<file path="src/rtl/q15div_pkg.sv">
package q15div_pkg;
  typedef enum logic {
    MODE_INT = 1'b0,
    MODE_Q15 = 1'b1
  } div_mode_e;

  function automatic int unsigned pipe_depth(input int unsigned width);
    return width + 2;
  endfunction
endpackage

</file>
<file path="src/rtl/q15div_step.sv">
module q15div_step #(
  parameter int unsigned W = 16
) (
  input  logic           clk,
  input  logic           rst_n,
  input  logic           vld_i,
  input  logic [2*W-1:0] pp_i,
  input  logic [W-1:0]   q_i,
  input  logic [W-1:0]   dvs_i,
  input  logic [W-1:0]   dnd_i,
  input  logic           dz_i,
  input  logic           ovf_i,
  output logic           vld_o,
  output logic [2*W-1:0] pp_o,
  output logic [W-1:0]   q_o,
  output logic [W-1:0]   dvs_o,
  output logic [W-1:0]   dnd_o,
  output logic           dz_o,
  output logic           ovf_o,
  output logic           digit_plus_o
);
  localparam int unsigned PW = 2 * W;

  // One non-restoring iteration: returns {digit, next partial remainder}.
  function automatic logic [PW:0] nr_iter(input logic [PW-1:0] pp, input logic [W-1:0] dvs);
    logic [PW-1:0] dd;
    logic [PW-1:0] sh;
    dd = {dvs, {W{1'b0}}};
    sh = {pp[PW-2:0], 1'b0};
    if (pp[PW-1] ^ dd[PW-1]) return {1'b0, sh + dd};
    else                     return {1'b1, sh - dd};
  endfunction

  logic [PW:0] step_res;
  assign step_res     = nr_iter(pp_i, dvs_i);
  assign digit_plus_o = step_res[PW];

  always_ff @(posedge clk or negedge rst_n) begin
    if (!rst_n) begin
      vld_o <= 1'b0;
      pp_o  <= '0;
      q_o   <= '0;
      dvs_o <= '0;
      dnd_o <= '0;
      dz_o  <= 1'b0;
      ovf_o <= 1'b0;
    end else begin
      vld_o <= vld_i;
      pp_o  <= step_res[PW-1:0];
      q_o   <= {q_i[W-2:0], step_res[PW]};
      dvs_o <= dvs_i;
      dnd_o <= dnd_i;
      dz_o  <= dz_i;
      ovf_o <= ovf_i;
    end
  end
endmodule

</file>
<file path="src/rtl/q15div_fixup.sv">
module q15div_fixup #(
  parameter int unsigned W = 16
) (
  input  logic           clk,
  input  logic           rst_n,
  input  logic           vld_i,
  input  logic [2*W-1:0] pp_i,
  input  logic [W-1:0]   q_i,
  input  logic [W-1:0]   dvs_i,
  input  logic [W-1:0]   dnd_i,
  input  logic           dz_i,
  input  logic           ovf_i,
  output logic           vld_o,
  output logic [W-1:0]   q_o,
  output logic [W-1:0]   r_o,
  output logic [W-1:0]   dvs_o,
  output logic [W-1:0]   dnd_o,
  output logic           dz_o,
  output logic           ovf_o,
  output logic           zero_fix_o
);
  // Digit-set conversion plus correction of a run past a zero remainder.
  function automatic logic [2*W:0] conv_fix(input logic [W-1:0] q_raw, input logic [W-1:0] r_raw,
                                            input logic [W-1:0] dvs);
    logic [W-1:0] q;
    logic [W-1:0] r;
    logic         hit;
    q   = {q_raw[W-2:0], 1'b1};
    r   = r_raw;
    hit = 1'b0;
    if (r == dvs) begin
      q = q + 1'b1; r = '0; hit = 1'b1;
    end else if (r == W'(-dvs)) begin
      q = q - 1'b1; r = '0; hit = 1'b1;
    end
    return {hit, q, r};
  endfunction

  logic [2*W:0] fx;
  assign fx         = conv_fix(q_i, pp_i[2*W-1:W], dvs_i);
  assign zero_fix_o = fx[2*W];

  always_ff @(posedge clk or negedge rst_n) begin
    if (!rst_n) begin
      vld_o <= 1'b0; q_o <= '0; r_o <= '0; dvs_o <= '0;
      dnd_o <= '0; dz_o <= 1'b0; ovf_o <= 1'b0;
    end else begin
      vld_o <= vld_i;
      q_o   <= fx[2*W-1:W];
      r_o   <= fx[W-1:0];
      dvs_o <= dvs_i;
      dnd_o <= dnd_i;
      dz_o  <= dz_i;
      ovf_o <= ovf_i;
    end
  end
endmodule

</file>
<file path="src/rtl/q15div_signfix.sv">
module q15div_signfix #(
  parameter int unsigned W = 16
) (
  input  logic         clk,
  input  logic         rst_n,
  input  logic         vld_i,
  input  logic [W-1:0] q_i,
  input  logic [W-1:0] r_i,
  input  logic [W-1:0] dvs_i,
  input  logic [W-1:0] dnd_i,
  input  logic         dz_i,
  input  logic         ovf_i,
  output logic         vld_o,
  output logic [W-1:0] q_o,
  output logic [W-1:0] r_o,
  output logic         dz_o,
  output logic         ovf_o,
  output logic         sign_fix_o
);
  // Truncation: a nonzero remainder must share the dividend's sign.
  function automatic logic [2*W:0] trunc_fix(input logic [W-1:0] q_in, input logic [W-1:0] r_in,
                                             input logic [W-1:0] dvs, input logic [W-1:0] dnd);
    logic [W-1:0] q;
    logic [W-1:0] r;
    logic         hit;
    q   = q_in;
    r   = r_in;
    hit = (r != '0) && (dnd[W-1] ^ r[W-1]);
    if (hit) begin
      if (q[W-1]) begin q = q + 1'b1; r = r - dvs; end
      else        begin q = q - 1'b1; r = r + dvs; end
    end
    return {hit, q, r};
  endfunction

  logic [2*W:0] tf;
  assign tf         = trunc_fix(q_i, r_i, dvs_i, dnd_i);
  assign sign_fix_o = tf[2*W];

  always_ff @(posedge clk or negedge rst_n) begin
    if (!rst_n) begin
      vld_o <= 1'b0; q_o <= '0; r_o <= '0; dz_o <= 1'b0; ovf_o <= 1'b0;
    end else begin
      vld_o <= vld_i;
      q_o   <= dz_i ? '1    : tf[2*W-1:W];
      r_o   <= dz_i ? dnd_i : tf[W-1:0];
      dz_o  <= dz_i & vld_i;
      ovf_o <= ovf_i & vld_i;
    end
  end
endmodule

</file>
<file path="src/rtl/q15_nr_divider.sv">
module q15_nr_divider #(
  parameter int unsigned W    = 16,
  parameter int unsigned FRAC = W - 1
) (
  input  logic         clk,
  input  logic         rst_n,
  input  logic         in_valid,
  input  logic         in_mode,
  input  logic [W-1:0] in_dividend,
  input  logic [W-1:0] in_divisor,
  output logic         out_valid,
  output logic [W-1:0] out_quotient,
  output logic [W-1:0] out_remainder,
  output logic         out_div_by_zero,
  output logic         out_overflow
);
  import q15div_pkg::*;
  localparam int unsigned PW = 2 * W;
  localparam logic [W-1:0] MOST_NEG = {1'b1, {(W-1){1'b0}}};

  function automatic logic [W:0] mag(input logic [W-1:0] x);
    logic [W:0] xe;
    xe = {x[W-1], x};
    return x[W-1] ? (~xe + 1'b1) : xe;
  endfunction

  function automatic logic [PW-1:0] init_pp(input logic [W-1:0] n, input div_mode_e m);
    logic [PW-1:0] ne;
    ne = {{W{n[W-1]}}, n};
    return (m == MODE_Q15) ? (ne << FRAC) : ne;
  endfunction

  div_mode_e mode_in;
  assign mode_in = div_mode_e'(in_mode);

  logic           vld_s [0:W];
  logic [PW-1:0]  pp_s  [0:W];
  logic [W-1:0]   q_s   [0:W];
  logic [W-1:0]   dvs_s [0:W];
  logic [W-1:0]   dnd_s [0:W];
  logic           dz_s  [0:W];
  logic           ovf_s [0:W];
  logic [W-1:0]   digit_plus;

  assign vld_s[0] = in_valid;
  assign pp_s[0]  = init_pp(in_dividend, mode_in);
  assign q_s[0]   = '0;
  assign dvs_s[0] = in_divisor;
  assign dnd_s[0] = in_dividend;
  assign dz_s[0]  = (in_divisor == '0);
  assign ovf_s[0] = (mode_in == MODE_Q15) ? (mag(in_divisor) <= mag(in_dividend))
                                           : ((in_dividend == MOST_NEG) && (in_divisor == '1));

  for (genvar g = 0; g < W; g++) begin : g_iter
    q15div_step #(.W(W)) u_step (
      .clk(clk), .rst_n(rst_n),
      .vld_i(vld_s[g]), .pp_i(pp_s[g]), .q_i(q_s[g]), .dvs_i(dvs_s[g]),
      .dnd_i(dnd_s[g]), .dz_i(dz_s[g]), .ovf_i(ovf_s[g]),
      .vld_o(vld_s[g+1]), .pp_o(pp_s[g+1]), .q_o(q_s[g+1]), .dvs_o(dvs_s[g+1]),
      .dnd_o(dnd_s[g+1]), .dz_o(dz_s[g+1]), .ovf_o(ovf_s[g+1]),
      .digit_plus_o(digit_plus[g])
    );
  end

  logic         fx_vld, fx_dz, fx_ovf, zero_fix, sign_fix;
  logic [W-1:0] fx_q, fx_r, fx_dvs, fx_dnd;

  q15div_fixup #(.W(W)) u_fixup (
    .clk(clk), .rst_n(rst_n),
    .vld_i(vld_s[W]), .pp_i(pp_s[W]), .q_i(q_s[W]), .dvs_i(dvs_s[W]),
    .dnd_i(dnd_s[W]), .dz_i(dz_s[W]), .ovf_i(ovf_s[W]),
    .vld_o(fx_vld), .q_o(fx_q), .r_o(fx_r), .dvs_o(fx_dvs), .dnd_o(fx_dnd),
    .dz_o(fx_dz), .ovf_o(fx_ovf), .zero_fix_o(zero_fix)
  );

  q15div_signfix #(.W(W)) u_signfix (
    .clk(clk), .rst_n(rst_n),
    .vld_i(fx_vld), .q_i(fx_q), .r_i(fx_r), .dvs_i(fx_dvs), .dnd_i(fx_dnd),
    .dz_i(fx_dz), .ovf_i(fx_ovf),
    .vld_o(out_valid), .q_o(out_quotient), .r_o(out_remainder),
    .dz_o(out_div_by_zero), .ovf_o(out_overflow), .sign_fix_o(sign_fix)
  );
endmodule

</file>
<file path="config.mk">
export PLATFORM = sky130hd
export DESIGN_NAME = q15_nr_divider
export DESIGN_NICKNAME = d
export VERILOG_FILES = /design/src/rtl/q15div_pkg.sv /design/src/rtl/q15div_step.sv /design/src/rtl/q15div_fixup.sv /design/src/rtl/q15div_signfix.sv /design/src/rtl/q15_nr_divider.sv
export SDC_FILE = /design/constraint.sdc
export NUM_CORES = 2
export LEC_CHECK = 0
export BUFFER_PORTS_ARGS = -buffer_cell sky130_fd_sc_hd__buf_2
export CAP_MARGIN = 25
export CELL_PAD_IN_SITES_DETAIL_PLACEMENT = 1
export CELL_PAD_IN_SITES_GLOBAL_PLACEMENT = 2
export CORE_ASPECT_RATIO = 0.7
export CORE_UTILIZATION = 48
export DETAILED_ROUTE_END_ITERATION = 8
export GPL_TIMING_DRIVEN = 0
export HOLD_SLACK_MARGIN = 0.02
export PLACE_DENSITY_LB_ADDON = 0.1
export SETUP_SLACK_MARGIN = 0.1
export SYNTH_ARGS = -nofsm -noshare
export SYNTH_HDL_FRONTEND = slang
export SYNTH_SLANG_ARGS = --single-unit
</file>
<file path="constraint.sdc">
create_clock -name clk -period 4.95 [get_ports clk]
set_input_delay 0.495 -clock clk [delete_from_list [all_inputs] [get_ports clk]]
set_output_delay 0.495 -clock clk [all_outputs]
set_load 0.05 [all_outputs]
</file>
Yosys cells after proc, flatten, opt, wreduce, memory -nomap -nowiden
Index checks and enable logic that the tools add are counted.

cells by class
  add/sub/neg operators = 41
  multipliers = 0
  divide/modulo/power cells = 0
  magnitude comparators = 1
  equal/unequal tests = 4
  shift operators = 0
  mux-type cells = 30
  bitwise gates (word level) = 21
  reductions and logical operators = 4

operator list
  cell                     number
  $mux W33                 16
  $add A32 B32 Y32         16
  $sub A32 B32 Y32         16
  $mux W16                 10
  $add A17 B1 Y17 const B  2
  $mux W17                 2
  $not A17 Y17             2
  $add A16 B1 Y16 const B  2
  $eq A16 B16 Y1           2
  $eq A16 B16 Y1 const B   2
  $sub A16 B1 Y16 const B  2
  $mux W30                 1
  $le A17 B17 Y1           1
  $xor A1 B1 Y1            17
  $add A16 B16 Y16         1
  $logic_not A16 Y1        1
  $neg A16 Y16             1
  $reduce_bool A16 Y1      1
  $sub A16 B16 Y16         1
  $and A1 B1 Y1            2
  $logic_and A1 B1 Y1      2
  $mux W1                  1

word-level totals
  register bits after elaboration = 1,294
  latch bits = 0
  memory bits (writable) = 0
  memory bits (read-only) = 0
  bits of input ports = 36
  output and inout bits = 35
  word-level logic and storage cells = 224
  memories kept = 0

Logic depth before layout (Yosys ltp)
  depth in word-level cells = 5
  mapped depth = 16
  depth with buffers taken out = 15

Cells and area by module
From an unflattened synthesis, not the netlist that was laid out.

unflattened totals
  cells, all modules = 4,394
  area total of the unflattened synthesis = 56,840.8 um^2

modules (own cells, without submodules)
  module                               instances  cells each  area an instance (um^2)  seq. area each (um^2)
  q15div_step (g_iter[14].u_step ...)  8          224         3,105.5                  2,052.0
  q15div_step (g_iter[10].u_step ...)  4          223         3,084.2                  2,052.0
  q15div_step (g_iter[8].u_step)       1          236         3,204.3                  2,052.0
  q15div_step (g_iter[0].u_step)       1          242         3,196.8                  2,052.0
  q15div_step (g_iter[9].u_step)       1          234         3,146.8                  2,052.0
  q15div_signfix                       1          366         3,090.5                  875.8
  q15div_step (g_iter[7].u_step)       1          216         3,012.9                  2,052.0
  q15div_fixup                         1          230         2,738.9                  1,676.6
  q15_nr_divider                       1          186         1,270.0                  0.0

Worst setup path before layout
Ideal clock, no wire load.

  kind = flip-flop to flip-flop
  start point = reg g_iter[13].u_step.dvs_o[15]
  end point = reg g_iter[14].u_step.pp_o[30]
  library setup time = 80 ps
  data arrival time = 3,212 ps
  required time = 4,870 ps
  slack = 1,658 ps
  stages on the path, launching flop included = 13
  buffers on the path = 0
  period minus slack after synthesis = 3,292 ps
  cell sequence = dfrtp_1 -> xor2_1 -> clkinv_1 -> nand2_1 -> o21ai_0 -> fa_1 -> a21o_1 -> a21oi_1 -> o21ai_0 -> a2111oi_0 -> o31ai_1 -> a21oi_1 -> xnor2_1

on the way
  cells in the longest elaborated chain, start to end = 2

RTL lines
  item                                      RTL line           RTL
  start: declaration                        q15div_step.sv:16  output logic [W-1:0] dvs_o,
  start signal: assignment                  q15div_step.sv:51  dvs_o <= dvs_i;
  $xor A1 B1 Y1                             q15div_step.sv:30  if (pp[PW-1] ^ dd[PW-1]) return {1'b0, sh + dd};
  $mux W33                                  q15div_step.sv:30
  named net g_iter[14].u_step.step_res[30]  q15div_step.sv:34  logic [PW:0] step_res;
  end signal: assignment                    q15div_step.sv:49  pp_o <= step_res[PW-1:0];
  end: declaration                          q15div_step.sv:14  output logic [2*W-1:0] pp_o,

The timed path passes the listed nets, and every way through them passes these cells.

Worst setup path after layout
  start point = reg g_iter[10].u_step.dvs_o[15]
  end point = reg g_iter[11].u_step.pp_o[30]

on the way
  cells in the longest elaborated chain, start to end = 2

RTL lines
  item                                      RTL line
  start: declaration                        q15div_step.sv:16
  start signal: assignment                  q15div_step.sv:51
  $xor A1 B1 Y1                             q15div_step.sv:30
  $mux W33                                  q15div_step.sv:30
  named net g_iter[11].u_step.step_res[30]  q15div_step.sv:34
  end signal: assignment                    q15div_step.sv:49
  end: declaration                          q15div_step.sv:14

The timed path passes the listed nets, and every way through them passes these cells.

==> qor.yml <==
grt_max_degree: 184
clkLatencyLatePin_ns: 0.71
io_buffer_count: 70
syn_area_mm2: 0.0483
min_path_type: "in2async"
critPathLaunch: "g_iter[10].u_step.dvs_o[15]"
reg2reg_slack_ns: 0.33
finalSetupViolations: 0
fin_crit_sh_pct: 93.4
dr.pass1.iters: 5
die_w_um: 381
drtAntennaViolNets: 0
critPathKind: "reg2reg"
finalNonFillerCells: 5565
cp.arrival_ns: 5.24
synth_edf_count: 0
multi_input_area_mm2: 0.0186
status: "completed"
rows: 96
power_density_mw_per_mm2: 745
setup_slack_ns: 0.328
synth-warning-count: 0
async_flop_share_pct: 100
synth.avg_cell_area_um2: 12.3
synthFlopType: "dfrtp_1"
drcViolationCount: 0
wl_mm: 114
gp_congestion: 0.822
syn_to_final_growth_pct: 13.4
p_sw_uw: 15900
min_period_ns: 4.62
antenna_found_initial: 3
grt_use_met3_pct: 3.59
hold_violations: 0
cp_data_required_time_ns: 5.57
synth_seq_area_share_pct: 60.0
met2_usage_pct: 36.8
gr-max-usage-layer: "met2"
reg2reg_from: "g_iter[10].u_step.dvs_o[15]"
cts_root_buf: "clkbuf_16"
grt_overflow: 0
synth_most_common_cell: "dfrtp_1"
ys_ff_latch: 1158
fill_cells: 10070
ys_top_cells_by_area: "dfrtp_1, ha_1, xnor2_1"
hold_ws_ns: 0.239
maxCapViolations: 0
dpl_worst_slack_ns: 0.352
synthCells: 3921
drt_iter0_markers: 1498
leakage_uw: 0.0246
grt_pass1_vias: 32507
drive_gt1_share_pct: 7.57
swShare_pct: 38.9
tightest_slew_ns: 1.01
seq_power_share_pct: 32.0
fmax_mhz: 216
design.core.area_mm2: 0.0989
synth_commonest_cells: "dfrtp_1, xnor2_1, ha_1"
cts_max_level: 3
grt_pass1_wl_mm: 186
clockBufferDepth: 3
die-area_mm2: 0.102
synth_top_cell_by_area: "dfrtp_1"
p_total_uw: 40800
end_kind: "register"
reg2reg_to: "g_iter[11].u_step.pp_o[30]"
numCtsBuffers: 109
path_clk_slew_ns: 0.06
area.sequential_mm2: 0.0290
clock-sinks: 1158
hpwl_mm: 79.8
cts_tree: "done"
boundaryPins: 71
final_max_slew_viol_count: 0
crit_path_end: "g_iter[11].u_step.pp_o[30]"
viasPerCell: 5.37
finalSetupTns_ns: 0
vias: 29896
met1_usage_pct: 33.6
p_int_uw: 24900
fp.dieH_um: 267
synthesis.nets: 4282
grt_usage_pct: 23.2
relSlewSlack_pct: 32.1
post_cts_buffers: 0
startpoint_type: "register"
ir_drop_v: 0.000421
synth.top_cell.area_share_pct: 60.0
finalNetCount: 4505
p_clk_share_pct: 21.9
wl_per_cell_um: 20.5
reg2reg_depth: 12
rsz0062_at_grt: "false"
clock_skew_ns: 0.0295
cp_max_fo: 10
power_frac_comb_pct: 46.0
start_util_pct: 48.8
ys_types: 70
dp_cells: 5321
-- what timing repair did --
item / 4_1_cts / 5_1_grt
endpoints found under the setup margin: 0 / 3
gates resized for setup: 0 / 2
hold buffers: 34 / 0
hold endpoints to repair: 63 / 0
-- registers in the layout, indices dropped and copies added (netlist names) --
name	cells
u_fixup.q_o	16
u_signfix.dz_o	1
u_fixup.dvs_o	16
u_fixup.vld_o	1
g_iter.u_step.dz_o	16
g_iter.u_step.dvs_o	256
g_iter.u_step.pp_o	376
g_iter.u_step.q_o	120
u_fixup.dnd_o	16
u_signfix.q_o	16
g_iter.u_step.ovf_o	16
u_fixup.dz_o	1
u_signfix.ovf_o	1
u_signfix.vld_o	1
g_iter.u_step.dnd_o	256
u_signfix.r_o	16
u_fixup.ovf_o	1
u_fixup.r_o	16
g_iter.u_step.vld_o	16
-- routing by layer --
| layer | vias up | wire length [um] |
|---|---|---|
| met1 | 15346 | 55600 |
| met5 | - | 0 |
| met2 | 363 | 52500 |
| met3 | 166 | 3550 |
| li1 | 14021 | - |
| met4 | 0 | 2440 |
-- cells in the final DEF (no fill, tap or decap), types with 28 or more instances in the layout --
cell / n
nand2_1: 213
clkbuf_16: 111
or3_1: 29
nor4_1: 37
clkbuf_1: 39
nand3_1: 29
nor3_1: 87
dlygate4sd3_1: 34
o31ai_1: 42
clkinv_2: 28
nor2_1: 242
a21o_1: 72
o21ai_0: 187
xnor2_1: 330
a211oi_1: 42
xor2_1: 224
ha_1: 307
nand2b_1: 48
o21a_1: 36
a21oi_1: 289
o21bai_1: 33
buf_2: 77
inv_1: 148
dfrtp_1: 1158
nor2b_1: 44
-- cells by family after synthesis --
group           count (synthesis)  synth area share (%)
flops                        1158                  60.0
mux                            23                 0.498
fa+ha+maj                     325                  8.70
other cells                     2                0.0156
xor+xnor                      556                  10.1
buf+inv                       185                  1.47
simple gates                  847                  8.63
compound gates                825                  10.6
-- power by group through the flow --
stage / Combinational [uW] / Clock [uW] / Sequential [uW]
after global placement: 18100 / 0 / 13200
after global routing: 21000 / 9520 / 13300
final: 18800 / 8950 / 13100
after detailed placement: 18500 / 0 / 13200
after floorplan: 13900 / 0 / 13200
after CTS: 18900 / 9200 / 13100
-- critical path, cell delays in order (launching register included) --
cell       delay, ns
dfrtp_1         0.43
xor2_1          0.75
inv_1           0.42
nand2_1         0.15
o21ai_0         0.22
fa_1            0.50
a21o_1          0.20
a21oi_1         0.36
o21ai_0         0.27
a2111oi_0       0.73
o31ai_1         0.17
a21oi_1         0.21
xnor2_1         0.13
-- through the flow --
step	area [um2]	utilization (%)
after detailed placement	50500	51.1
final	54700	55.4
after global placement	50300	50.9
after CTS	54700	55.3
after global routing	54700	55.3
after floorplan	48300	-
-- how the worst min path moves through the flow --
| stage | startpoint | cells after the start | slack [ns] | endpoint |
|---|---|---|---|---|
| 6_report | rst_n | 2 | 0.24 | u_signfix.r_o[8] |
| 5_1_grt | rst_n | 2 | 0.22 | u_signfix.r_o[8] |
| 4_1_cts | rst_n | 2 | 0.19 | u_signfix.r_o[14] |
| 3_5_place_dp | g_iter[4].u_step.pp_o[14] | 0 | 0.34 | g_iter[5].u_step.pp_o[15] |
| 3_3_place_gp | g_iter[4].u_step.dnd_o[0] | 0 | 0.33 | g_iter[5].u_step.dnd_o[0] |
| 2_1_floorplan | rst_n | 0 | 0.20 | g_iter[0].u_step.dnd_o[0] |
-- layout make-up --
class                      count  share of cell area (%)
sequential                  1158                    53.0
multi-input combinational   2578                    34.0
clock buffer                 145                    5.71
tap                         1323                    3.02
timing repair buffer         112                    1.65
clock inverter                60                    1.35
inverter                     149                    1.02
buffer                        36                   0.272
antenna                        4                  0.0183
No activity file was read; power rests on OpenSTA's default activity.
